<file path="src/rtl/tuner_i2c_pkg.sv">
// Package: shared constants and the byte-sequencer state type for the
// tuner control-register slave. Assumes 8-bit bus bytes.
package tuner_i2c_pkg;
    localparam int BYTE_W = 8;
    localparam logic [4:0] ADDR_FIXED = 5'b11000;

    typedef enum logic [3:0] {
        ST_IDLE,
        ST_ADDR,
        ST_AACK,
        ST_PTR,
        ST_PACK,
        ST_WDATA,
        ST_WACK,
        ST_RDATA,
        ST_MACK
    } bus_state_t;
endpackage

</file>
<file path="src/rtl/i2c_bus_events.sv">
// Module: turns sampled SCL/SDA levels into one-cycle START, STOP,
// SCL-rise and SCL-fall events. Assumes the inputs are already
// synchronised to clk and that SCL is much slower than clk.
module i2c_bus_events (
    input  logic clk,
    input  logic rst_n,
    input  logic scl_i,
    input  logic sda_i,
    output logic start_ev,
    output logic stop_ev,
    output logic rise_ev,
    output logic fall_ev
);
    logic scl_d, sda_d;

    // Keep the previous bus levels for edge detection.
    always_ff @(posedge clk) begin
        if (!rst_n) begin
            scl_d <= 1'b1;
            sda_d <= 1'b1;
        end else begin
            scl_d <= scl_i;
            sda_d <= sda_i;
        end
    end

    // Classify the change between the previous and current samples.
    always_comb begin
        start_ev = scl_d && scl_i && sda_d && !sda_i;
        stop_ev  = scl_d && scl_i && !sda_d && sda_i;
        rise_ev  = !scl_d && scl_i;
        fall_ev  = scl_d && !scl_i;
    end
endmodule

</file>
<file path="src/rtl/i2c_byte_engine.sv">
// Module: bus-side sequencer. It shifts address, pointer and data bytes
// in and out, drives acknowledges, and owns the auto-incrementing
// register pointer. Assumes no clock stretching is needed, since the
// read data is available combinationally.
module i2c_byte_engine
    import tuner_i2c_pkg::*;
(
    input  logic              clk,
    input  logic              rst_n,
    input  logic              scl_i,
    input  logic              sda_i,
    input  logic              start_ev,
    input  logic              stop_ev,
    input  logic              rise_ev,
    input  logic              fall_ev,
    input  logic [6:0]        dev_addr,
    input  logic [BYTE_W-1:0] rd_data,
    output logic              wr_en,
    output logic              rd_en,
    output logic [BYTE_W-1:0] wr_data,
    output logic [BYTE_W-1:0] ptr,
    output logic              sda_oe
);
    bus_state_t        state;
    logic [3:0]        cnt;
    logic [BYTE_W-1:0] shreg;
    logic [BYTE_W-1:0] txreg;
    logic              rw_q;
    logic              macked_q;
    logic              byte_full;

    assign byte_full = (cnt == 4'd8);
    assign wr_data   = shreg;

    // Strobes into the register file, timed on the SCL falling edge.
    always_comb begin
        wr_en = (state == ST_WDATA) && fall_ev && byte_full;
        rd_en = fall_ev && (((state == ST_AACK) && rw_q) ||
                            ((state == ST_MACK) && macked_q));
    end

    // Byte sequencer: shifting, acknowledges and pointer update.
    always_ff @(posedge clk) begin
        if (!rst_n) begin
            state    <= ST_IDLE;
            cnt      <= '0;
            shreg    <= '0;
            txreg    <= '0;
            rw_q     <= 1'b0;
            macked_q <= 1'b0;
            ptr      <= '0;
            sda_oe   <= 1'b0;
        end else if (start_ev) begin
            state  <= ST_ADDR;
            cnt    <= '0;
            sda_oe <= 1'b0;
        end else if (stop_ev) begin
            state  <= ST_IDLE;
            sda_oe <= 1'b0;
        end else begin
            unique case (state)
                ST_ADDR, ST_PTR, ST_WDATA: begin
                    if (rise_ev) begin
                        shreg <= {shreg[BYTE_W-2:0], sda_i};
                        cnt   <= cnt + 4'd1;
                    end else if (fall_ev && byte_full) begin
                        if (state == ST_ADDR) begin
                            if (shreg[7:1] == dev_addr) begin
                                rw_q   <= shreg[0];
                                state  <= ST_AACK;
                                sda_oe <= 1'b1;
                            end else begin
                                state <= ST_IDLE;
                            end
                        end else if (state == ST_PTR) begin
                            ptr    <= shreg;
                            state  <= ST_PACK;
                            sda_oe <= 1'b1;
                        end else begin
                            ptr    <= ptr + 8'd1;
                            state  <= ST_WACK;
                            sda_oe <= 1'b1;
                        end
                    end
                end
                ST_AACK: begin
                    if (fall_ev) begin
                        cnt <= '0;
                        if (rw_q) begin
                            txreg  <= rd_data;
                            sda_oe <= ~rd_data[7];
                            state  <= ST_RDATA;
                        end else begin
                            sda_oe <= 1'b0;
                            state  <= ST_PTR;
                        end
                    end
                end
                ST_PACK, ST_WACK: begin
                    if (fall_ev) begin
                        cnt    <= '0;
                        sda_oe <= 1'b0;
                        state  <= ST_WDATA;
                    end
                end
                ST_RDATA: begin
                    if (rise_ev) begin
                        cnt <= cnt + 4'd1;
                    end else if (fall_ev) begin
                        if (byte_full) begin
                            sda_oe <= 1'b0;
                            state  <= ST_MACK;
                        end else begin
                            txreg  <= {txreg[BYTE_W-2:0], 1'b0};
                            sda_oe <= ~txreg[6];
                        end
                    end
                end
                ST_MACK: begin
                    if (rise_ev) begin
                        macked_q <= !sda_i;
                        if (!sda_i) ptr <= ptr + 8'd1;
                    end else if (fall_ev) begin
                        cnt <= '0;
                        if (macked_q) begin
                            txreg  <= rd_data;
                            sda_oe <= ~rd_data[7];
                            state  <= ST_RDATA;
                        end else begin
                            state <= ST_IDLE;
                        end
                    end
                end
                default: state <= ST_IDLE;
            endcase
        end
    end

    assert_stop_idle_R1: assert property (@(posedge clk) disable iff (!rst_n)
        stop_ev |=> (state == ST_IDLE) && !sda_oe);

    assert_no_ack_mismatch_R2: assert property (@(posedge clk) disable iff (!rst_n)
        (state == ST_ADDR && fall_ev && byte_full && shreg[7:1] != dev_addr && !start_ev && !stop_ev)
        |=> !sda_oe);

    assert_ptr_advance_R3: assert property (@(posedge clk) disable iff (!rst_n)
        wr_en |=> ptr == $past(ptr) + 8'd1);

    assert_oe_on_low_R10: assert property (@(posedge clk) disable iff (!rst_n)
        $rose(sda_oe) |-> !scl_i);
endmodule

</file>
<file path="src/rtl/tuner_reg_file.sv">
// Module: the tuner register map. It holds the read/write configuration
// bytes with per-register masks, the status byte with a clear-on-read
// power-on flag, and the calibration ROM window. Assumes that rd_en
// marks the moment a location is sent on the bus.
module tuner_reg_file #(
    parameter int                        NUM_RW    = 11,
    parameter int                        ROM_AW    = 4,
    parameter logic [14:0]               N_DEFAULT = 15'd4688,
    parameter logic [8*(2**ROM_AW)-1:0]  CAL_ROM   = 128'hF0E1D2C3B4A5968778695A4B3C2D1E0F
) (
    input  logic                clk,
    input  logic                rst_n,
    input  logic                wr_en,
    input  logic                rd_en,
    input  logic [7:0]          addr,
    input  logic [7:0]          wr_data,
    input  logic [2:0]          lock_ind,
    output logic [7:0]          rd_data,
    output logic [NUM_RW*8-1:0] cfg_flat
);
    localparam int ROM_SEL_REG   = NUM_RW - 2;
    localparam int ROM_DATA_ADDR = NUM_RW;
    localparam int STATUS_ADDR   = NUM_RW + 1;

    logic [NUM_RW-1:0][7:0] regq;
    logic                   por_q;
    logic [ROM_AW-1:0]      rom_sel;
    logic [7:0]             rom_byte;

    for (genvar k = 0; k < NUM_RW; k++) begin : g_reg
        localparam logic [7:0] RST_V  = (k == 0) ? {1'b0, N_DEFAULT[14:8]} :
                                        (k == 1) ? N_DEFAULT[7:0] : 8'h00;
        localparam logic [7:0] MASK_V = (k == 0) ? 8'h7F :
                                        (k == ROM_SEL_REG) ? 8'((1 << ROM_AW) - 1) : 8'hFF;
        logic [7:0] q;

        // One configuration byte: store masked bus writes.
        always_ff @(posedge clk) begin
            if (!rst_n)                            q <= RST_V;
            else if (wr_en && addr == 8'(k))       q <= wr_data & MASK_V;
        end

        assign regq[k]          = q;
        assign cfg_flat[8*k +: 8] = q;
    end

    assign rom_sel  = regq[ROM_SEL_REG][ROM_AW-1:0];
    assign rom_byte = CAL_ROM[{rom_sel, 3'b000} +: 8];

    // Power-on flag: set by reset, cleared when status is sent.
    always_ff @(posedge clk) begin
        if (!rst_n)                                       por_q <= 1'b1;
        else if (rd_en && addr == 8'(STATUS_ADDR))        por_q <= 1'b0;
    end

    // Read mux over the whole pointer space; unmapped reads give zero.
    always_comb begin
        rd_data = 8'h00;
        for (int k = 0; k < NUM_RW; k++)
            if (addr == 8'(k)) rd_data = regq[k];
        if (addr == 8'(ROM_DATA_ADDR)) rd_data = rom_byte;
        if (addr == 8'(STATUS_ADDR))   rd_data = {por_q, lock_ind, 4'b0000};
    end

    assert_por_clear_R7: assert property (@(posedge clk) disable iff (!rst_n)
        (rd_en && addr == 8'(STATUS_ADDR)) |=> !por_q);
endmodule

</file>
<file path="src/rtl/tuner_i2c_regs.sv">
// Module: top of the tuner control-register slave. It joins the bus
// event detector, the byte sequencer and the register map. Assumes
// SCL and SDA are already synchronised to clk.
module tuner_i2c_regs #(
    parameter int                        NUM_RW    = 11,
    parameter int                        ROM_AW    = 4,
    parameter logic [14:0]               N_DEFAULT = 15'd4688,
    parameter logic [8*(2**ROM_AW)-1:0]  CAL_ROM   = 128'hF0E1D2C3B4A5968778695A4B3C2D1E0F
) (
    input  logic                clk,
    input  logic                rst_n,
    input  logic                scl_i,
    input  logic                sda_i,
    input  logic [1:0]          addr_strap,
    input  logic [2:0]          lock_ind,
    output logic                sda_oe,
    output logic [NUM_RW*8-1:0] cfg_flat
);
    import tuner_i2c_pkg::*;

    logic       start_ev, stop_ev, rise_ev, fall_ev;
    logic       wr_en, rd_en;
    logic [7:0] wr_data, rd_data, ptr;
    logic [6:0] dev_addr;

    assign dev_addr = {ADDR_FIXED, addr_strap};

    i2c_bus_events u_events (
        .clk      (clk),
        .rst_n    (rst_n),
        .scl_i    (scl_i),
        .sda_i    (sda_i),
        .start_ev (start_ev),
        .stop_ev  (stop_ev),
        .rise_ev  (rise_ev),
        .fall_ev  (fall_ev)
    );

    i2c_byte_engine u_engine (
        .clk      (clk),
        .rst_n    (rst_n),
        .scl_i    (scl_i),
        .sda_i    (sda_i),
        .start_ev (start_ev),
        .stop_ev  (stop_ev),
        .rise_ev  (rise_ev),
        .fall_ev  (fall_ev),
        .dev_addr (dev_addr),
        .rd_data  (rd_data),
        .wr_en    (wr_en),
        .rd_en    (rd_en),
        .wr_data  (wr_data),
        .ptr      (ptr),
        .sda_oe   (sda_oe)
    );

    tuner_reg_file #(
        .NUM_RW    (NUM_RW),
        .ROM_AW    (ROM_AW),
        .N_DEFAULT (N_DEFAULT),
        .CAL_ROM   (CAL_ROM)
    ) u_regs (
        .clk      (clk),
        .rst_n    (rst_n),
        .wr_en    (wr_en),
        .rd_en    (rd_en),
        .addr     (ptr),
        .wr_data  (wr_data),
        .lock_ind (lock_ind),
        .rd_data  (rd_data),
        .cfg_flat (cfg_flat)
    );
endmodule

</file>
<file path="config.mk">
export PLATFORM = sky130hd
export DESIGN_NAME = tuner_i2c_regs
export DESIGN_NICKNAME = d
export VERILOG_FILES = /design/src/rtl/tuner_i2c_pkg.sv /design/src/rtl/i2c_bus_events.sv /design/src/rtl/i2c_byte_engine.sv /design/src/rtl/tuner_reg_file.sv /design/src/rtl/tuner_i2c_regs.sv
export SDC_FILE = /design/constraint.sdc
export NUM_CORES = 1
export LEC_CHECK = 0
export ABC_CLOCK_PERIOD_IN_PS = 7870
export BUFFER_PORTS_ARGS = -buffer_cell sky130_fd_sc_hd__buf_2
export CORE_UTILIZATION = 50
export DETAILED_ROUTE_END_ITERATION = 8
export HOLD_SLACK_MARGIN = 0.12
export PLACE_DENSITY = 0.71
export SYNTH_ARGS = -nofsm -noshare
export SYNTH_HDL_FRONTEND = slang
export SYNTH_HIERARCHICAL = 1
export SYNTH_SLANG_ARGS = --single-unit
</file>
<file path="constraint.sdc">
create_clock -name clk -period 7.87 [get_ports clk]
set_input_delay 1.574 -clock clk [delete_from_list [all_inputs] [get_ports clk]]
set_output_delay 1.574 -clock clk [all_outputs]
set_load 0.05 [all_outputs]
</file>
* After elaboration in Yosys (flattened, before gate mapping) *
Cells that the tools add are included.

storage, ports and cells
  logic and storage cells = 194
  output and inout port bits = 89
  memory bits (writable) = 0
  bits of input ports = 9
  ROM bits = 0
  memories = 0
  latch bits = 0
  flip-flop bits (word level) = 120

operators by class
  reduce and logical (&&, ||, !) cells = 50
  shifts and indexed selects = 1
  bitwise gates (word level) = 6
  $add $sub $neg = 2
  equality and inequality tests = 48
  order comparisons = 0
  mux-type cells = 64
  $mul = 0
  div/mod/pow operators = 0

operator list
  operator                  number
  $mux 8                    18
  $shiftx 128x8->8 const A  1
  $mux 7                    9
  $mux 4                    13
  $eq 8x4->1 const B        5
  $eq 8x3->1 const B        4
  $logic_and 1x1->1         25
  $ne 4x3->1 const B        6
  $reduce_and 11->1         2
  $pmux 7 s3                1
  $pmux 4 s5                1
  $ne 2x1->1 const B        9
  $reduce_and 9->1          2
  $eq 4x3->1 const B        4
  $eq 8x2->1 const B        2
  $pmux 8 s2                1
  $mux 1                    15
  $ne 2x2->1 const B        7
  $ne 4x4->1 const B        3
  $pmux 4 s3                1
  $reduce_and 4->1          3
  $reduce_or 3->1           3
  $add 8x1->8 const B       1
  $eq 4x2->1 const B        2
  20 further kinds          33

* Logic depth before layout (Yosys ltp) *
Gate-level depths: netlist of run 1.

  depth after elaboration = 19
  depth in mapped cells = 11
  gate-level depth less buffers = 8

* Modules after synthesis *
Netlist of run 1, hierarchy kept.

by module, submodules not included
  module           area an instance (µm²)  cells an instance  times used  sequential area each (µm²)
  tuner_reg_file   4514.3                  469                1           1681.6
  i2c_byte_engine  2109.5                  255                1           680.7
  i2c_bus_events   85.1                    8                  1           40.0
  tuner_i2c_regs   7.5                     2                  1           0.0

* Least setup slack after synthesis of run 1 *
No wires, ideal clock.

  kind = input to register
  from = in scl_i
  to = reg u_regs.g_reg[4].q[4]
  buffers on the path = 1
  data required time = 7.753 ns
  path slack = 4.234 ns
  library setup time = 0.117 ns
  arrival time = 3.519 ns
  stages on the path = 8
  cell sequence = nor2b_1 > nand3_1 > nor2_1 > or3b_2 > or3_1 > clkbuf_1 > mux2i_1 > nor2b_1

on the way
  cells in the longest elaborated chain, start to end = 5

ends and longest elaborated chain
  item                             line                   RTL
  start: declaration               tuner_i2c_regs.sv:12   input logic scl_i,
  $logic_not 1->1                  i2c_bus_events.sv:32   fall_ev = scl_d && !scl_i;
  $logic_and 1x1->1                i2c_bus_events.sv:32
  $logic_and 1x1->1 (2 in series)  i2c_byte_engine.sv:37  wr_en = (state == ST_WDATA) && fall_ev && byte_full;
  net wr_en                        tuner_i2c_regs.sv:22   logic wr_en, rd_en;
  $logic_and 1x1->1                tuner_reg_file.sv:40   else if (wr_en && addr == 8'(k)) q <= wr_data & MASK_V;
  end signal: assignment           tuner_reg_file.sv:40
  end: declaration                 tuner_reg_file.sv:35   logic [7:0] q;

The timed path passes the listed nets, and every way through them passes these cells.
A chain may end at the register's enable or synchronous reset.

* Worst setup path after layout of run 1 *
  from = in scl_i
  to = reg u_regs.g_reg[8].q[3]

on the way
  cells in the longest elaborated chain, start to end = 5

ends and longest elaborated chain
  item                             line                   RTL
  $logic_not 1->1                  i2c_bus_events.sv:32
  $logic_and 1x1->1                i2c_bus_events.sv:32
  net fall_ev                      tuner_i2c_regs.sv:21   logic start_ev, stop_ev, rise_ev, fall_ev;
  $logic_and 1x1->1 (2 in series)  i2c_byte_engine.sv:37
  net wr_en                        tuner_i2c_regs.sv:22
  $logic_and 1x1->1                tuner_reg_file.sv:40
  end signal: assignment           tuner_reg_file.sv:40
  end: declaration                 tuner_reg_file.sv:35

The timed path passes the listed nets, and every way through them passes these cells.

==> results of run 1 <==
routing by layer:
metal | vias to the layer above | routed length, um | part of all wire | GRT usage
met5 | - | 0 | 0 | 0
met1 | 2762 | 8190 | 0.44 | 0.346
met3 | 37 | 1290 | 0.070 | 0.0693
met4 | 0 | 544 | 0.029 | 0.119
li1 | 2733 | - | - | -
met2 | 238 | 8450 | 0.46 | 0.416
metrics by stage:
step	worst slack [ns]	std cells	power, W	area (um2)	hold slack (ns)
3_5_place_dp	3.76	948	0.000855	7160	0.454
3_3_place_gp	3.81	948	0.000851	7160	0.445
2_1_floorplan	4.23	741	0.000826	6740	0.431
4_1_cts	4.12	980	0.00172	7820	0.470
6_report	4.07	980	0.00171	7820	0.474
5_1_grt	3.94	980	0.00177	7820	0.494
final cells by class:
type	instances	area share
multi-input combinational	543	0.509
sequential	120	0.307
timing repair buffer	98	0.0646
clock buffer	18	0.0562
clock inverter	14	0.0282
tap	172	0.0275
inverter	15	0.00720
power groups by stage:
stage               Sequential, W  Clock (W)  Combinational [W]
global placement         0.000670          0           0.000181
floorplan                0.000653          0           0.000172
global route             0.000662   0.000902           0.000204
detailed placement       0.000671          0           0.000184
CTS                      0.000658   0.000877           0.000185
finish                   0.000659   0.000861           0.000189
synthesized netlist by cell type, types with 6 or more instances:
cell type,count
dfxtp_1,120
mux2i_1,98
nor2b_1,81
nand2_1,48
nor2_1,39
clkbuf_1,31
a21oi_1,28
nand2b_1,19
o21ai_0,17
inv_1,15
buf_2,12
nor3_1,12
nand3_1,11
buf_4,10
a211oi_1,9
mux2_2,9
nand4_1,9
a21boi_0,8
buf_1,8
o211ai_1,8
xnor2_1,8
mux4_2,7
a21o_1,6
a31oi_1,6
and3_1,6
or3_1,6
cells by family after synthesis:
family,share of synthesized area
simple gates,0.257
compound gates,0.130
flops,0.358
mux,0.185
buf+inv,0.0537
xor+xnor,0.0104
fa+ha+maj,0.00559
other cells,0.00168
how the worst min path moves through the flow:
stage / start / endpoint / slack, ns
2_1_floorplan: u_regs/por_q / u_regs/por_q / 0.43
3_3_place_gp: u_regs/por_q / u_regs/por_q / 0.45
3_5_place_dp: u_regs/por_q / u_regs/por_q / 0.45
4_1_cts: u_regs/por_q / u_regs/por_q / 0.47
5_1_grt: u_regs/por_q / u_regs/por_q / 0.49
6_report: u_regs/por_q / u_regs/por_q / 0.47
flip-flops by register name, indices dropped and copies added, names as in the netlist:
register / count
u_engine/wr_data: 8
u_engine/sda_oe: 1
u_engine/cnt: 4
u_events/sda_d: 1
u_events/scl_d: 1
u_engine/state: 4
u_engine/rw_q: 1
u_engine/txreg: 7
u_engine/macked_q: 1
u_regs/por_q: 1
u_regs/g.q: 83
u_engine/ptr: 8
==> results.cfg, run 1 <==
[critical_path]
crit_top_cell = nor2b_1
cp_num_buf_inv = 1
path_delay_family = simple AND/OR/NAND/NOR gates
cp.depth = 8
r2r_start = u_engine/state[0]
worst_path_largest_cell_delay_ns = 0.55
cp-start-kind = primary input
cp_max_fo = 8
crit_chain = buf_2 -> nor2b_1 -> nand3_1 -> nor2_1 -> or3b_2 -> or3_1 -> mux2i_1 -> nor2b_1
reg2reg_to = u_regs/g_reg[8].q[3]
slowest_stage = or3b_2
end_kind = flip-flop
r2r_cells = 8
endpoint = u_regs/g_reg[8].q[3]
crit_arrival_ns = 4.11
r2r_setup_slack_ns = 4.67
path_class = in2reg
crit_start = scl_i
worstPathRequired_ns = 8.18

[clocking]
cts-resized-gates = 0
cts_sinks = 120
tritoncts = built
cts_setup_buffers = 0
clk_path_buf_depth = 2
clkLatencyLatePin_ns = 0.42
root_buffer = clkbuf_16
clkSlewWorstSetupHoldPaths_ns = 0.06
cts_max_level = 4
hold_buffers = 0
cts_buffers = 17

[grt]
grt_pass1_vias = 5395
grt_max_degree = 98
overflow = 0
antenna_found_initial = 0
grt_usage = 0.267
grt_pass1_wl_um = 29100

[die]
start_util = 0.522
ios = 98
rows = 41
die_w_um = 118
chipHeight_um = 118
die-area_um2 = 13900
core-area_um2 = 12900

[synth]
syn_area_per_cell_um2 = 9.15
yosys.area.top_type_share = 0.358
synth_edf_count = 0
yosys.area.top_type = dfxtp_1
synthCells = 734
ys_seq_elements = 120
syn-cell-area_um2 = 6720
ys.flop_type = dfxtp_1
synth_cell_types = 75
ys.warnings.count = 6
ys_seq_area_frac = 0.358
async_flop_share = 0
synth.area.top_cells = dfxtp_1 (36%), mux2i_1 (15%), nor2b_1 (7.5%)

[final_layout]
mostFrequentLayoutCell = dfxtp_1
multiInputGateArea_um2 = 3980
diodes = 0
nets = 807
regArea_um2 = 2400
nFillCells = 1082
fin_util = 0.607
layout_common_cells = dfxtp_1 (119), mux2i_1 (98), buf_2 (92)
drive_gt1_frac = 0.214
area_growth_pct = 16.4

[sta]
max_slew_margin = 0.417
max_freq_mhz = 263
skew_ns = 0.0140
setup_viol_count_final = 0
tns_ns = 0
hold_viol_final = 0
period_minus_slack_ns = 3.80
rsz0062_at_grt = false
slew_viol_final = 0
min_period_over_period = 0.483
worst_pin_slew_ns = 0.868

[routing]
routed_wl_um = 18500
via_count = 5770
via_per_inst = 5.89
dr.first_iter.drc_count = 564
wire_per_inst_um = 18.9
ant_nets = 0
drcViolationCount = 0
dr.pass1.iters = 6

[placement]
io_buffers = 92
dp.final_hpwl_um = 12300
place_congestion = 0.877

[pwr]
cellPowerDensity_nw_per_um2 = 219
switching_power_w = 0.000442
ir_drop_mv = 0.142
pwr-share-seq = 0.385
power_frac_comb = 0.111
p_sw_frac = 0.258
p_int_w = 0.00127
p_clk_frac = 0.504
p_leak_nw = 3.02

[flow_run]
drv_cap = 0

[worst_hold_path]
holdPathStages = 1
hold_path.class = reg2reg

[outcome]
status = completed
Note: power is estimated with default switching activity, not from simulation.
==> run 2, diff against run 1 <==
- ABC_CLOCK_PERIOD_IN_PS: 7870 -> 3100
- PLACE_DENSITY: 0.71 -> 0.74
- clock period: 7.87 -> 3.1 ns (I/O delays scaled with it)
==> run 2 against run 1 <==
Global-route usage grew 0.65 points; utilization rose by 0.47 points; die area unchanged; cell count grew 2.2%; register-to-register slack got worse by 4.3 ns; critical endpoint is now u_engine/txreg[4]; critical path type is now reg2reg; via count is 3.6% higher; routed wire length rose by 2.7%; critical path depth decreased by 2; first-iteration DRC count down 9.0%; clock skew fell by 0.0046 ns.
==> results.cfg, run 2 (synthesis gave the netlist of run 1 again) <==
[clocking]
tritoncts = built
cts-resized-gates = 0
clkLatencyLatePin_ns = 0.42
root_buffer = clkbuf_16
hold_buffers = 0
cts_buffers = 17
clkSlewWorstSetupHoldPaths_ns = 0.05
cts_setup_buffers = 0
cts_sinks = 120
clk_path_buf_depth = 2
cts_max_level = 4

[flow_run]
drv_cap = 0

[sta]
hold_viol_final = 0
max_freq_mhz = 361
rsz0062_at_grt = false
min_period_over_period = 0.895
max_slew_margin = 0.420
period_minus_slack_ns = 2.77
setup_viol_count_final = 0
slew_viol_final = 0
worst_pin_slew_ns = 0.869
skew_ns = 0.00942
tns_ns = 0

[pwr]
cellPowerDensity_nw_per_um2 = 510
power_w = 0.00402
ir_drop_mv = 0.353
p_leak_nw = 3.07

[critical_path]
crit_arrival_ns = 3.04
cp.depth = 6
cp_max_fo = 33
crit_chain = mux4_2 -> nor4b_1 -> o21ai_0 -> o211ai_1 -> mux2i_1 -> a211oi_1
worstPathRequired_ns = 3.36
cp_num_buf_inv = 0
cp-start-kind = flip-flop
path_delay_family = flip-flops
slowest_stage = dfxtp_2
worst_path_largest_cell_delay_ns = 0.85
path_class = reg2reg
end_kind = flip-flop
r2r_cells = 6

[grt]
grt_max_degree = 97
antenna_found_initial = 0
grt_pass1_vias = 5663
overflow = 0
grt_pass1_wl_um = 30100
grt_usage = 0.274

[die]
core-area_um2 = 12900
die_w_um = 118
rows = 41
ios = 98
chipHeight_um = 118
start_util = 0.522
die-area_um2 = 13900

[final_layout]
top_register = u_regs/g.q
drive_gt1_frac = 0.231
regArea_um2 = 2400
nFillCells = 1076
largest_reg_flops = 83
nets = 831
diodes = 0
area_growth_pct = 17.3
multiInputGateArea_um2 = 3980
layout_common_cells = dfxtp_1 (119), mux2i_1 (98), buf_2 (92)
final_cells = 1002
mostFrequentLayoutCell = dfxtp_1

[routing]
wire_per_inst_um = 18.9
via_per_inst = 5.96
ant_nets = 0
via_count = 5976
dr.pass1.iters = 6
dr.first_iter.drc_count = 513
routed_wl_um = 19000
drcViolationCount = 0

[worst_hold_path]
holdPathStages = 2
hold_path.class = in2reg

[placement]
dp.final_hpwl_um = 13100
dp_cells = 972
io_buffers = 92
place_congestion = 0.957

[outcome]
status = completed
[run 2: final timing paths]
| kind | endpoint | slack (ns) | startpoint |
|---|---|---|---|
| worst min-delay path | u_events/scl_d | 0.44 | scl_i |
| worst max register to register | u_engine/txreg[4] | 0.33 | u_engine/ptr[0] |
| worst max-delay path | u_engine/txreg[4] | 0.33 | u_engine/ptr[0] |
| worst min register to register | u_regs/g_reg[10].q[1] | 0.47 | u_regs/g_reg[10].q[1] |
[run 2: metal layers]
metal / wire length, um / GRT usage
met1: 8070 / 0.344
met2: 8910 / 0.430
met5: 0 / 0
met4: 619 / 0.132
met3: 1380 / 0.0780
[run 2: where the power goes]
part	leakage (nW)	switching (W)	internal, W
Sequential	0.968	0.0000314	0.00158
Clock	0.254	0.000686	0.00113
Combinational	1.85	0.000370	0.000224
Total	3.07	0.00109	0.00293
[run 2: metrics by stage]
step / area [um2] / setup slack [ns] / hold WS [ns] / util
6_report: 7880 / 0.326 / 0.436 / 0.612
5_1_grt: 7880 / 0.0437 / 0.442 / 0.612
4_1_cts: 7880 / 0.449 / 0.426 / 0.612
3_5_place_dp: 7340 / 0.420 / 0.455 / 0.570
3_3_place_gp: 7340 / 0.469 / 0.445 / 0.570
2_1_floorplan: 6740 / 0.418 / 0.431 / -
[run 2: area by class of cell]
cell class / instances / share of cell area
sequential: 120 / 0.305
inverter: 15 / 0.00715
tap: 172 / 0.0273
multi-input combinational: 543 / 0.505
clock buffer: 22 / 0.0589
clock inverter: 8 / 0.00953
timing repair buffer: 122 / 0.0870
==> run 3, diff against run 2 <==
- CTS_BUF_LIST: not set -> sky130_fd_sc_hd__clkbuf_4 sky130_fd_sc_hd__clkbuf_8
==> run 3 against run 2 <==
Global-route usage decreased by 0.080 points; setup slack improved by 0.099 ns; clock skew up 0.0033 ns; critical path depth increased by 1; combinational power about the same; largest cell class unchanged.
==> results.cfg, run 3 (synthesis gave the netlist of run 1 again) <==
[sta]
rsz0062_at_grt = false
period_minus_slack_ns = 2.67
hold_ws_ns = 0.414
min_period_over_period = 0.863
max_slew_margin = 0.449
tns_ns = 0
setup_viol_count_final = 0
worst_pin_slew_ns = 0.826
slew_viol_final = 0
hold_viol_final = 0
skew_ns = 0.0127
max_freq_mhz = 374

[final_layout]
largest_reg_flops = 83
layout_common_cells = dfxtp_1 (119), mux2i_1 (98), buf_2 (92)
fin_util = 0.598
diodes = 0
nFillCells = 1101
drive_gt1_frac = 0.235
postLayoutCellArea_um2 = 7700
nets = 831
final_cells = 1002
area_growth_pct = 14.6
top_register = u_regs/g.q
mostFrequentLayoutCell = dfxtp_1

[clocking]
cts_buffers = 17
cts_setup_buffers = 0
clkSlewWorstSetupHoldPaths_ns = 0.07
clkLatencyLatePin_ns = 0.45
hold_buffers = 0
tritoncts = built
cts_sinks = 120
cts-resized-gates = 0
clk_path_buf_depth = 2
root_buffer = clkbuf_8
cts_max_level = 4

[routing]
wire_per_inst_um = 18.8
via_per_inst = 5.93
routed_wl_um = 18900
dr.first_iter.drc_count = 498
ant_nets = 0
via_count = 5943
drcViolationCount = 0
dr.pass1.iters = 6

[critical_path]
worstPathRequired_ns = 3.46
cp-start-kind = flip-flop
path_class = reg2reg
cp_max_fo = 33
crit_arrival_ns = 3.03
end_kind = flip-flop

[grt]
grt_usage = 0.273
grt_pass1_vias = 5632
overflow = 0
grt_max_degree = 97
antenna_found_initial = 0
grt_pass1_wl_um = 30100

[die]
core-area_um2 = 12900
die_w_um = 118
start_util = 0.522
chipHeight_um = 118
ios = 98
die-area_um2 = 13900
rows = 41

[placement]
dp_cells = 972
placedInstanceArea_um2 = 7340
dp.final_hpwl_um = 13100
io_buffers = 92
place_congestion = 0.957

[pwr]
cellPowerDensity_nw_per_um2 = 455
p_leak_nw = 3.00
ir_drop_mv = 0.278

[outcome]
status = completed

[worst_hold_path]
hold_path.class = in2reg

[flow_run]
drv_cap = 0
-- run 3: cell types whose count changed in the layout (fill, tap and decap cells not counted) --
cell,delta
clkbuf_16,-17
clkbuf_8,+17
clkbuf_1,-3
clkbuf_4,+3
-- run 3: worst paths after layout --
path                              start               endpoint  slack, ns  depth (start not counted)
hold reg to reg   u_regs/g_reg[10].q[1]  u_regs/g_reg[10].q[1]       0.47                          2
setup / recovery        u_engine/ptr[0]      u_engine/txreg[4]       0.43                          7
hold / removal                    scl_i         u_events/scl_d       0.41                          2
setup reg to reg        u_engine/ptr[0]      u_engine/txreg[4]       0.43                          7
-- run 3: area by class of cell --
cell class              count  area (um2)  area share
clock buffers              22         284      0.0369
clock inverters             8        75.1     0.00975
inverters                  15        56.3     0.00731
multi-input cells         543        3980       0.517
flip-flops and latches    120        2400       0.312
well taps                 172         215      0.0279
repair buffers            122         686      0.0890
-- run 3: per-layer routing --
| layer | wire length [um] | track usage | up-vias |
|---|---|---|---|
| met5 | 0 | 0 | - |
| met4 | 460 | 0.115 | 0 |
| met3 | 1290 | 0.0693 | 37 |
| met2 | 8960 | 0.435 | 260 |
| met1 | 8170 | 0.349 | 2859 |
| li1 | - | - | 2787 |
-- run 3: stage by stage --
stage               total power (W)  setup WS (ns)
global placement            0.00222          0.469
floorplan                   0.00210          0.418
CTS                         0.00352          0.470
global route                0.00365          0.131
finish                      0.00351          0.425
detailed placement          0.00222          0.420
-- run 3: report_power, final --
| group | total (W) | internal, W | switching, W |
|---|---|---|---|
| combinational | 0.000592 | 0.000224 | 0.000368 |
| clock | 0.00130 | 0.000687 | 0.000617 |
| sequential | 0.00161 | 0.00158 | 0.0000325 |
-- run 3: worst max-delay path, cell delays in order (launching register included) --
cell and delay (ns):
dfxtp_2 0.85, buf_4 0.42, nor3_1 0.08, a2111oi_0 0.42
o21ai_0 0.25, o211ai_1 0.19, mux2i_1 0.13, a211oi_1 0.23
